<file path="src/rtl/rbd_pkg.sv">
package rbd_pkg;
  localparam int RBD_ROWS       = 4;
  localparam int RBD_ADDR_W     = 32;
  localparam int RBD_UNIT_SHIFT = 24;
endpackage

</file>
<file path="src/rtl/rbd_bound_regs.sv">
module rbd_bound_regs #(
  parameter int NUM_ROWS = 4,
  parameter int BND_W    = 8,
  parameter int IDX_W    = 2
) (
  input  logic                             clk,
  input  logic                             rst,
  input  logic                             we,
  input  logic [IDX_W-1:0]                 idx,
  input  logic [BND_W-1:0]                 data,
  output logic [NUM_ROWS-1:0][BND_W-1:0]   bnd
);
  for (genvar r = 0; r < NUM_ROWS; r++) begin : g_reg
    always_ff @(posedge clk) begin
      if (rst)
        bnd[r] <= '0;
      else if (we && idx == IDX_W'(r))
        bnd[r] <= data;
    end
  end
endmodule

</file>
<file path="src/rtl/rbd_row_cmp.sv">
module rbd_row_cmp #(
  parameter int BND_W = 8
) (
  input  logic [BND_W-1:0] addr_hi,
  input  logic [BND_W-1:0] limit,
  output logic             below
);
  // Limit has zero low bits, so a full compare reduces to the top field.
  assign below = addr_hi < limit;
endmodule

</file>
<file path="src/rtl/rbd_prio_sel.sv">
module rbd_prio_sel #(
  parameter int NUM_ROWS = 4
) (
  input  logic [NUM_ROWS-1:0] below,
  output logic [NUM_ROWS-1:0] sel,
  output logic                any
);
  // Isolate the lowest set bit: the first row whose limit exceeds the address.
  assign sel = below & ~(below - NUM_ROWS'(1));
  assign any = |below;
endmodule

</file>
<file path="src/rtl/rbd_decoder.sv">
module rbd_decoder
  import rbd_pkg::*;
#(
  parameter int NUM_ROWS   = RBD_ROWS,
  parameter int ADDR_W     = RBD_ADDR_W,
  parameter int UNIT_SHIFT = RBD_UNIT_SHIFT,
  localparam int BND_W     = ADDR_W - UNIT_SHIFT,
  localparam int IDX_W     = (NUM_ROWS > 1) ? $clog2(NUM_ROWS) : 1
) (
  input  logic                clk,
  input  logic                rst,
  input  logic                cfg_we,
  input  logic [IDX_W-1:0]    cfg_idx,
  input  logic [BND_W-1:0]    cfg_data,
  input  logic [ADDR_W-1:0]   addr,
  output logic [NUM_ROWS-1:0] cs,
  output logic                hit
);
  logic [NUM_ROWS-1:0][BND_W-1:0] bnd_q;
  logic [NUM_ROWS-1:0]            below;
  logic [BND_W-1:0]               addr_hi;

  assign addr_hi = addr[ADDR_W-1:UNIT_SHIFT];

  rbd_bound_regs #(.NUM_ROWS(NUM_ROWS), .BND_W(BND_W), .IDX_W(IDX_W)) u_regs (
    .clk(clk), .rst(rst), .we(cfg_we), .idx(cfg_idx), .data(cfg_data), .bnd(bnd_q)
  );

  for (genvar r = 0; r < NUM_ROWS; r++) begin : g_cmp
    rbd_row_cmp #(.BND_W(BND_W)) u_cmp (
      .addr_hi(addr_hi), .limit(bnd_q[r]), .below(below[r])
    );
  end

  rbd_prio_sel #(.NUM_ROWS(NUM_ROWS)) u_sel (
    .below(below), .sel(cs), .any(hit)
  );
endmodule

</file>
<file path="config.mk">
export PLATFORM = sky130hd
export DESIGN_NAME = rbd_decoder
export DESIGN_NICKNAME = d
export VERILOG_FILES = /design/src/rtl/rbd_pkg.sv /design/src/rtl/rbd_bound_regs.sv /design/src/rtl/rbd_row_cmp.sv /design/src/rtl/rbd_prio_sel.sv /design/src/rtl/rbd_decoder.sv
export SDC_FILE = /design/constraint.sdc
export NUM_CORES = 1
export LEC_CHECK = 0
export ABC_AREA = 1
export BUFFER_PORTS_ARGS = -buffer_cell sky130_fd_sc_hd__buf_4
export CAP_MARGIN = 20
export CORE_MARGIN = 3
export CORE_UTILIZATION = 35
export CTS_CLUSTER_SIZE = 10
export DETAILED_ROUTE_END_ITERATION = 8
export MAX_ROUTING_LAYER = met4
export SYNTH_ARGS = -nofsm -noshare
export SYNTH_HDL_FRONTEND = slang
export SYNTH_SLANG_ARGS = --single-unit
</file>
<file path="constraint.sdc">
create_clock -name clk -period 1.3 [get_ports clk]
set_input_delay 0.195 -clock clk [delete_from_list [all_inputs] [get_ports clk]]
set_output_delay 0.195 -clock clk [all_outputs]
set_load 0.02 [all_outputs]
</file>
# [Word level (Yosys, flattened, before mapping)]
# Cells that the tools add are included.
[totals] regBits=32 elab_cells=20 output_inout_bits=5 in_bits=45
[op_classes] add_sub_neg=1 reduce_logical=6 order_cmp=4 n_eq_ne=3 n_bitwise=2
[op_table] operator="$lt A8 B8 Y1" count=4
[op_table] operator="$and A4 B4 Y4" count=1
[op_table] operator="$eq A2 B2 Y1 const B" count=2
[op_table] operator="$logic_and A1 B1 Y1" count=4
[op_table] operator="$not A4 Y4" count=1
[op_table] operator="$reduce_or A4 Y1" count=1
[op_table] operator="$sub A4 B1 Y4 const B" count=1
[op_table] operator="$eq A2 B1 Y1 const B" count=1
[op_table] operator="$logic_not A2 Y1" count=1

# [Depth between registers and ports, before layout]
# Gate-level depths: netlist of the first run.
[logic_depth] depth_word=4 depth_mapped=10 ltp_nobuf=10

# [Hierarchy]
# A second synthesis of the first run with hierarchy kept.
[hier_totals] hier_cells=342 hier_area_um2=2208.4
[by_module_without_submodules] module="rbd_bound_regs" seq_area_each_um2=640.6 cells_per_inst=208 instances=1 area_per_inst_um2=1426.4
[by_module_without_submodules] module="rbd_row_cmp" seq_area_each_um2=0.0 cells_per_inst=31 instances=4 area_per_inst_um2=183.9
[by_module_without_submodules] module="rbd_prio_sel" seq_area_each_um2=0.0 cells_per_inst=10 instances=1 area_per_inst_um2=46.3

# [Least setup slack after synthesis of the first run]
# No wires, ideal clock.
[synth_path] path_kind="reg2out" startpoint="register u_regs.bnd[7] (netlist bit)" endpoint="output cs[1]" path_slack_ns=-0.267 stages_incl_launch_ff=8 required_time_ns=1.105 t_arrival_ns=1.372 path_cell_list="dfxtp_1 -> inv_1 -> ha_1 -> nand2_1 -> o21a_1 -> nand2_1 -> inv_1 -> nor2_1"
[synth_via] elab_chain_cells=4
[synth_lines] item="from (decl)" line="rbd_bound_regs.sv:11" text="output logic [NUM_ROWS-1:0][BND_W-1:0] bnd"
[synth_lines] item="from (signal, indexed assignment)" line="rbd_bound_regs.sv:18" text="bnd[r] <= data;"
[synth_lines] item="$lt A8 B8 Y1" line="rbd_row_cmp.sv:9" text="assign below = addr_hi < limit;"
[synth_lines] item="$sub A4 B1 Y4" line="rbd_prio_sel.sv:9" text="assign sel = below & ~(below - NUM_ROWS'(1));"
[synth_lines] item="$not A4 Y4" line="rbd_prio_sel.sv:9"
[synth_lines] item="$and A4 B4 Y4" line="rbd_prio_sel.sv:9"
[synth_lines] item="to (decl)" line="rbd_decoder.sv:16" text="output logic [NUM_ROWS-1:0] cs,"
# Every way passes these cells.

# [Worst setup path in the final report of the first run]
[layout_path] startpoint="register u_regs.bnd[13] (netlist bit)" endpoint="output cs[3]"
# Same word-level chain as after synthesis.

==> results by group, run 1 <==
Logic synthesis
  • Yosys synthesis warning count: 0
  • Seq/Total Area, Yosys: 32.7%
  • Count leader, synth: nand2_1
  • Syn_nets: 329
  • Avg Cell Area, Syn: 7.66 µm²
  • Top_reg_cell synth: dfxtp_1
  • Top cells by area, synth: dfxtp_1, ha_1, nand2_1
  • EDFF count, synth: 0
  • Fraction of registers with async set or reset after synthesis: 0%
  • Yosys reg bits: 32
  • Top post-synthesis cells by count: nand2_1, inv_1, nor2_1
  • Top cell type's share of synthesized area: between 30 and 40%
  • Synth Instances: 256
  • Leading area contributor after synthesis: dfxtp_1
  • Post-synth cell types: 18
  • Area of the mapped netlist: 0.00196 mm²

Routing
  • Initial DRC Count: 76
  • Final ANT Viol Nets: 0
  • DRT Pass-1 Iters: 4
  • Vias after detailed routing: 1,768
  • Wire per inst: approximately 12 µm
  • Residual DRC: 0
  • Post-DR vias/cell: ~4.6
  • Drt total wl: 4670 µm

Placement
  • Port Buffers: 25
  • Final HPWL from detailed placement: about 3300 µm
  • RePlAce Congestion: 0.769

Power and ir drop
  • Logic pwr share: 28.9%
  • Pwr Total: between 2 and 3 mW
  • Part of the power in registers: 40.1%
  • PD cells: 906 mW/mm²
  • Clock Power Share: 31.0%
  • Maximum vdd ir drop: approximately 0.39 mV
  • Int Pwr: about 1.8 mW
  • Switching share of power: a little under a third
  • P_sw: 0.792 mW
  • LEAKAGE: 1.20 nW

STA
  • Final worst setup slack: -0.542 ns
  • RSZ-0062 raised after global routing: yes
  • # setup viols final: 5
  • Hold_ws: 0.197 ns
  • Min Tclk post-route: 1.84 ns
  • Worst-margin pin slew: 0.564 ns
  • Relative slew slack: 62.4%
  • Max frequency: approximately 540 MHz
  • Worst Clk Skew: 0 ns
  • Hold Fails Final Rpt: 0
  • Period utilization: 142%
  • Final slew viol count: 0

GRT
  • Largest net degree at the start of global routing: 33
  • Vias in the first global route: 1,585
  • Met3 track demand over resource: 2.33%
  • Routing usage on met2: between 20% and 30%
  • Total track usage: 15.3%
  • First-pass GRT wire length: 7420 µm
  • Most used routing layer: met2
  • Initial antenna violation count: 0
  • Overflow after GRT: 0
  • Routing usage on met1: 20.0%

Clock tree
  • Clock sinks: 32
  • Insertion delay to the later sink of the worst-skew pair: 0.28 ns
  • Hold_buf cts: 0
  • Clock transition at the registers of the reported paths: ~0.07 ns
  • Clk buf depth: 2
  • CTS root buffer: clkbuf_8
  • Num CTS Buffers: 5
  • H-tree levels: 2
  • CTS tree: built

Cells and area
  • # diodes: 0
  • Area delta synth->final: 46.9%
  • Regs by FF count: u_regs.bnd (32)
  • Top reg by flops: u_regs.bnd
  • Final #Nets: 387
  • Max reg flops: 32
  • Layout cells sized above 1: between 40% and 50%

Setup path
  • Worst Path Required: 1.11 ns
  • Setup Crit Path Kind: register to output pin
  • Startpoint Class: register
  • Worst-path fanout max: 4
  • Crit. End Element: output pin
  • Critical path arrival: around 1.7 ns

Floorplanning
  • IO Pins: 50
  • Starting density of the core: a little under two fifths
  • Die W: 80.9 µm
  • Die H: 80.9 µm
  • DIE AREA: 0.00654 mm²
  • Core Rows: 26
  • Core Region: 0.00527 mm²

Min path
  • Hold/Removal Path Class: primary input to register

Run status
  • Violations in the final reports: negative setup slack
  • Outcome: finished with violations

Job
  • Max_cap viols: 0
[critical path: stages, from the launching register on]
cell and delay (ns):
dfxtp_2 0.32, inv_2 0.06, ha_4 0.20, a21oi_2 0.11, nor2_1 0.06, nor3_2 0.23
nand2_4 0.11, nand3_4 0.10, nor2_4 0.04, buf_6 0.12
[cell families (layout without fill, tap and decap cells)]
family / after synthesis / count (layout) / share of synthesized area, %
compound gates: 42 / 42 / 17.7
fa+ha+maj: 28 / 28 / 17.9
buf+inv: 54 / 113 / 11.5
flops: 32 / 32 / 32.7
simple gates: 100 / 100 / 20.2
[area by class of cell]
| type | instances | area [µm²] |
|---|---|---|
| clock buffers | 8 | 90.1 |
| inverters | 47 | 179 |
| well taps | 70 | 87.6 |
| flip-flops and latches | 32 | 652 |
| fillers | 477 | 2390 |
| multi-input cells | 170 | 1410 |
| repair buffers | 58 | 463 |
[what timing repair did]
| action | in CTS | in global routing |
|---|---|---|
| pin swaps | 16 | 29 |
| endpoints found under the setup margin | 5 | 5 |
| resized for setup | 25 | 44 |
| setup buffers | 1 | 3 |
| hold endpoints to repair | 0 | 0 |
[cell usage in the layout (no fill, tap or decap)]
cell type,synthesis,routed
buf_6,3,4
o21a_1,1,1
buf_4,0,53
nand4_1,1,1
inv_2,3,18
nand2_2,0,13
nand2_1,53,38
a21oi_1,13,10
nor2_2,0,2
nor3_2,2,5
nand2_4,0,2
ha_1,28,11
inv_1,44,28
clkbuf_8,0,6
buf_12,0,1
nor2_4,0,3
a21oi_2,0,3
clkbuf_1,2,2
inv_4,0,1
ha_2,0,1
nand3_4,0,1
dfxtp_2,0,9
nand3_1,2,1
a211oi_1,15,15
nor2_1,39,34
ha_4,0,16
dfxtp_1,32,23
a211oi_2,13,13
[power groups by stage]
stage / logic (mW) / registers [mW] / clock network (mW)
4_1_cts: 0.669 / 1.04 / 0.829
6_report: 0.755 / 1.05 / 0.811
2_1_floorplan: 0.367 / 1.06 / 0
3_3_place_gp: 0.595 / 1.06 / 0
5_1_grt: 0.846 / 1.05 / 0.866
3_5_place_dp: 0.606 / 1.06 / 0
[final timing paths]
check                         to  depth (start not counted)           start  slack (ns)
setup / recovery           cs[3]                          9  u_regs.bnd[13]       -0.54
hold / removal    u_regs.bnd[16]                          3     cfg_data[0]        0.20
setup reg to reg  u_regs.bnd[13]                          4  u_regs.bnd[13]        0.39
hold reg to reg   u_regs.bnd[24]                          2  u_regs.bnd[24]        0.46
[stage by stage]
| stage | instance area [µm²] | instances | TNS, ns | worst slack (ns) | utilization (%) |
|---|---|---|---|---|---|
| after detailed placement | 2460 | 373 | -1.38 | -0.342 | 46.7 |
| after global placement | 2460 | 373 | -1.33 | -0.329 | 46.7 |
| after global routing | 2880 | 385 | -2.94 | -0.655 | 54.7 |
| after floorplan | 2000 | 256 | -0.473 | -0.128 | - |
| after CTS | 2690 | 382 | -2.57 | -0.558 | 50.9 |
| final | 2880 | 385 | -2.43 | -0.542 | 54.7 |
[metal layers]
layer	share of wire (%)	wire (µm)
met1	50	2320
met3	2.9	137
met5	0	0
met4	1.5	72
met2	46	2150
(Power assumes the default switching activity.)
==> run 2, diff against run 1 <==
- ABC_AREA: 1 -> unset
- CTS_BUF_LIST: unset -> sky130_fd_sc_hd__clkbuf_8 sky130_fd_sc_hd__clkbuf_16
- SYNTH_HIERARCHICAL: unset -> 1
==> run 2 against run 1 <==
The flow still finishes with violations (negative setup slack). Synthesized cell count down 14%. Via count down 12%. Largest cell class unchanged. Worst hold slack better by 0.059 ns. Sequential power about the same. Critical path depth down 2. Setup slack worse by 0.31 ns. Clock power up 28%. Fmax down 14%. Count of clock-buffer cells in the layout down 1. Critical endpoint is now hit. Flip-flop and latch count unchanged. Total power up 1.3%.
==> results by group, run 2 <==
Clock tree
  • Insertion delay to the later sink of the worst-skew pair: 0.28 ns
  • Clock sinks: 32
  • Hold_buf cts: 0
  • H-tree levels: 2
  • CTS root buffer: clkbuf_8
  • Post-CTS setup buffer count: 0
  • Clk buf depth: 2
  • Clock transition at the registers of the reported paths: 0.07 ns
  • Num CTS Buffers: 5
  • CTS tree: built

Setup path
  • Worst Path Required: 1.11 ns
  • Startpoint Class: register
  • CP cell instances: inv_2 -> ha_4 -> nand2_2 -> o21ai_2 -> a41oi_2 -> or4_4 -> buf_6
  • Crit. End Element: output pin
  • Setup Crit Path Kind: register to output pin
  • WP buf/inv: 2
  • Worst-path fanout max: 2
  • Crit-path leading delay family: simple AND/OR/NAND/NOR gates
  • Critical path arrival: 1.96 ns
  • Critical Path Max Stage Delay: ~0.55 ns
  • Slowest stage cell, crit path: or4_4

Logic synthesis
  • Count leader, synth: nand2b_1
  • Fraction of registers with async set or reset after synthesis: 0%
  • Post-synth cell types: 24
  • Yosys reg bits: 32
  • Top cell type's share of synthesized area: 31.6%
  • EDFF count, synth: 0
  • Syn_nets: around 290
  • Leading area contributor after synthesis: dfxtp_1
  • Seq/Total Area, Yosys: 31.6%
  • Yosys synthesis warning count: 6
  • Avg Cell Area, Syn: 9.18 µm²
  • Top post-synthesis cells by count: nand2b_1, dfxtp_1, mux2i_1
  • Area of the mapped netlist: 0.00203 mm²
  • Top cells by area, synth: dfxtp_1, ha_1, mux2i_1
  • Synth Instances: 221
  • Top_reg_cell synth: dfxtp_1

GRT
  • Routing usage on met1: 20.6%
  • Overflow after GRT: 0
  • Vias in the first global route: 1,504
  • Largest net degree at the start of global routing: 41
  • Routing usage on met2: approximately a fifth
  • Initial antenna violation count: 0
  • Total track usage: 14.8%
  • First-pass GRT wire length: 7230 µm
  • Most used routing layer: met2
  • Met3 track demand over resource: ~3%

Run status
  • Outcome: finished with violations
  • Violations in the final reports: negative setup slack

Routing
  • Wire per inst: 13.0 µm
  • Post-DR vias/cell: between 4 and 5
  • Drt total wl: between 4000 and 5000 µm
  • Initial DRC Count: 64
  • Residual DRC: 0
  • Final ANT Viol Nets: 0
  • Vias after detailed routing: 1,554
  • DRT Pass-1 Iters: 4

Cells and area
  • Most common cell after layout, fill and taps aside: buf_4
  • Commonest cells after routing, fill and taps aside: buf_4, nand2b_1, mux2i_1
  • Top reg by flops: u_regs/bnd
  • Layout cells sized above 1: 38.0%
  • Layout filler cell count: between 500 and 600
  • Max reg flops: 32
  • Final #Nets: between 300 and 400
  • Area delta synth->final: 34.8%
  • Regs by FF count: u_regs/bnd (32)
  • # diodes: 0

Power and ir drop
  • PD cells: 968 mW/mm²
  • Maximum vdd ir drop: around 0.42 mV
  • LEAKAGE: 1.18 nW

Placement
  • Port Buffers: 25
  • Final HPWL from detailed placement: approximately 3300 µm
  • RePlAce Congestion: slightly above 0.8
  • Pre-CTS WS: -0.667 ns

STA
  • Hold Fails Final Rpt: 0
  • Max frequency: between 400 and 500 MHz
  • Relative slew slack: 79.9%
  • Worst-margin pin slew: 0.302 ns
  • Final worst setup slack: -0.850 ns
  • Min Tclk post-route: 2.15 ns
  • RSZ-0062 raised after global routing: yes
  • Final slew viol count: 0
  • Period utilization: 165%
  • # setup viols final: 5
  • Worst Clk Skew: 0 ns
  • Hold_ws: approximately 0.26 ns

Floorplanning
  • Die H: 82.1 µm
  • Die W: 82.1 µm
  • DIE AREA: just under 0.007 mm²
  • Core Rows: 27
  • IO Pins: 50
  • Core Region: 0.00557 mm²
  • Starting density of the core: 36.4%

Job
  • Max_cap viols: 0

Min path
  • Hold/Removal Path Class: primary input to register
==> run 2: cell count changes in the layout (fill, tap and decap cells not counted), moves of 9 or more <==
cell	previous run	this run
mux2i_1	0	32
nand2_2	13	4
inv_2	18	3
ha_1	11	21
a211oi_1	15	0
a211oi_2	13	4
nand2_1	38	4
nor2_1	34	4
nand2b_1	0	40
ha_4	16	7
buf_4	53	41
==> run 2: path summary, 6_finish.rpt <==
kind | startpoint | endpoint | slack (ns) | cells after the start
setup / recovery | u_regs/bnd[2] | hit | -0.85 | 7
hold / removal | cfg_data[5] | u_regs/bnd[5] | 0.26 | 3
setup reg to reg | u_regs/bnd[21] | u_regs/bnd[21] | 0.62 | 3
hold reg to reg | u_regs/bnd[12] | u_regs/bnd[12] | 0.48 | 2
==> run 2: metal layers <==
layer  vias to the layer above  routed length, µm
met4                         0                 59
met2                        28               1900
li1                        818                  -
met3                         5                209
met5                         -                  0
met1                       703               2200
==> run 2: power by group <==
group          switching, mW  leakage (nW)  internal [mW]  total (mW)
sequential            0.0175         0.266           1.02        1.04
combinational          0.277         0.854          0.294       0.571
clock                  0.365        0.0645          0.676        1.04
total                  0.660          1.18           1.99        2.65
==> run 2: metrics by stage <==
step | utilization (%) | cells | power [mW] | area, µm² | setup TNS [ns]
floorplan | - | 221 | 1.36 | 2090 | -1.97
global placement | 44.0 | 327 | 1.55 | 2450 | -2.54
detailed placement | 44.0 | 327 | 1.56 | 2450 | -2.64
CTS | 48.1 | 335 | 2.65 | 2680 | -3.81
global route | 49.0 | 335 | 2.79 | 2730 | -4.31
finish | 49.0 | 335 | 2.65 | 2730 | -3.70
==> run 2: tightest hold or removal path, delay by kind of cell <==
family | cells | cell delay (ns)
multiplexers | 1 | 0.13
buffers and inverters | 1 | 0.08
AND/OR/NAND/NOR | 1 | 0.10
==> run 2: cell families after synthesis <==
kind of cell    count (synthesis)  synth area share, %
flops                          32                 31.6
compound gates                 24                 8.14
buf+inv                        36                 7.34
fa+ha+maj                      28                 17.3
simple gates                   69                 19.9
mux                            32                 15.8
==> run 2: layout make-up <==
cell class | count | area, µm² | share of cell area (%)
inverter | 28 | 105 | 3.84
tap | 72 | 90.1 | 3.30
clock buffer | 7 | 96.3 | 3.52
timing repair buffer | 42 | 319 | 11.7
multi-input combinational | 153 | 1440 | 52.6
clock inverter | 1 | 30.0 | 1.10
sequential | 32 | 656 | 24.0
==> run 2: what timing repair did <==
item / CTS / global route
pin swaps: 11 / 12
gates cloned: 0 / 0
gates resized for setup: 22 / 17
endpoints found under the setup margin: 5 / 5
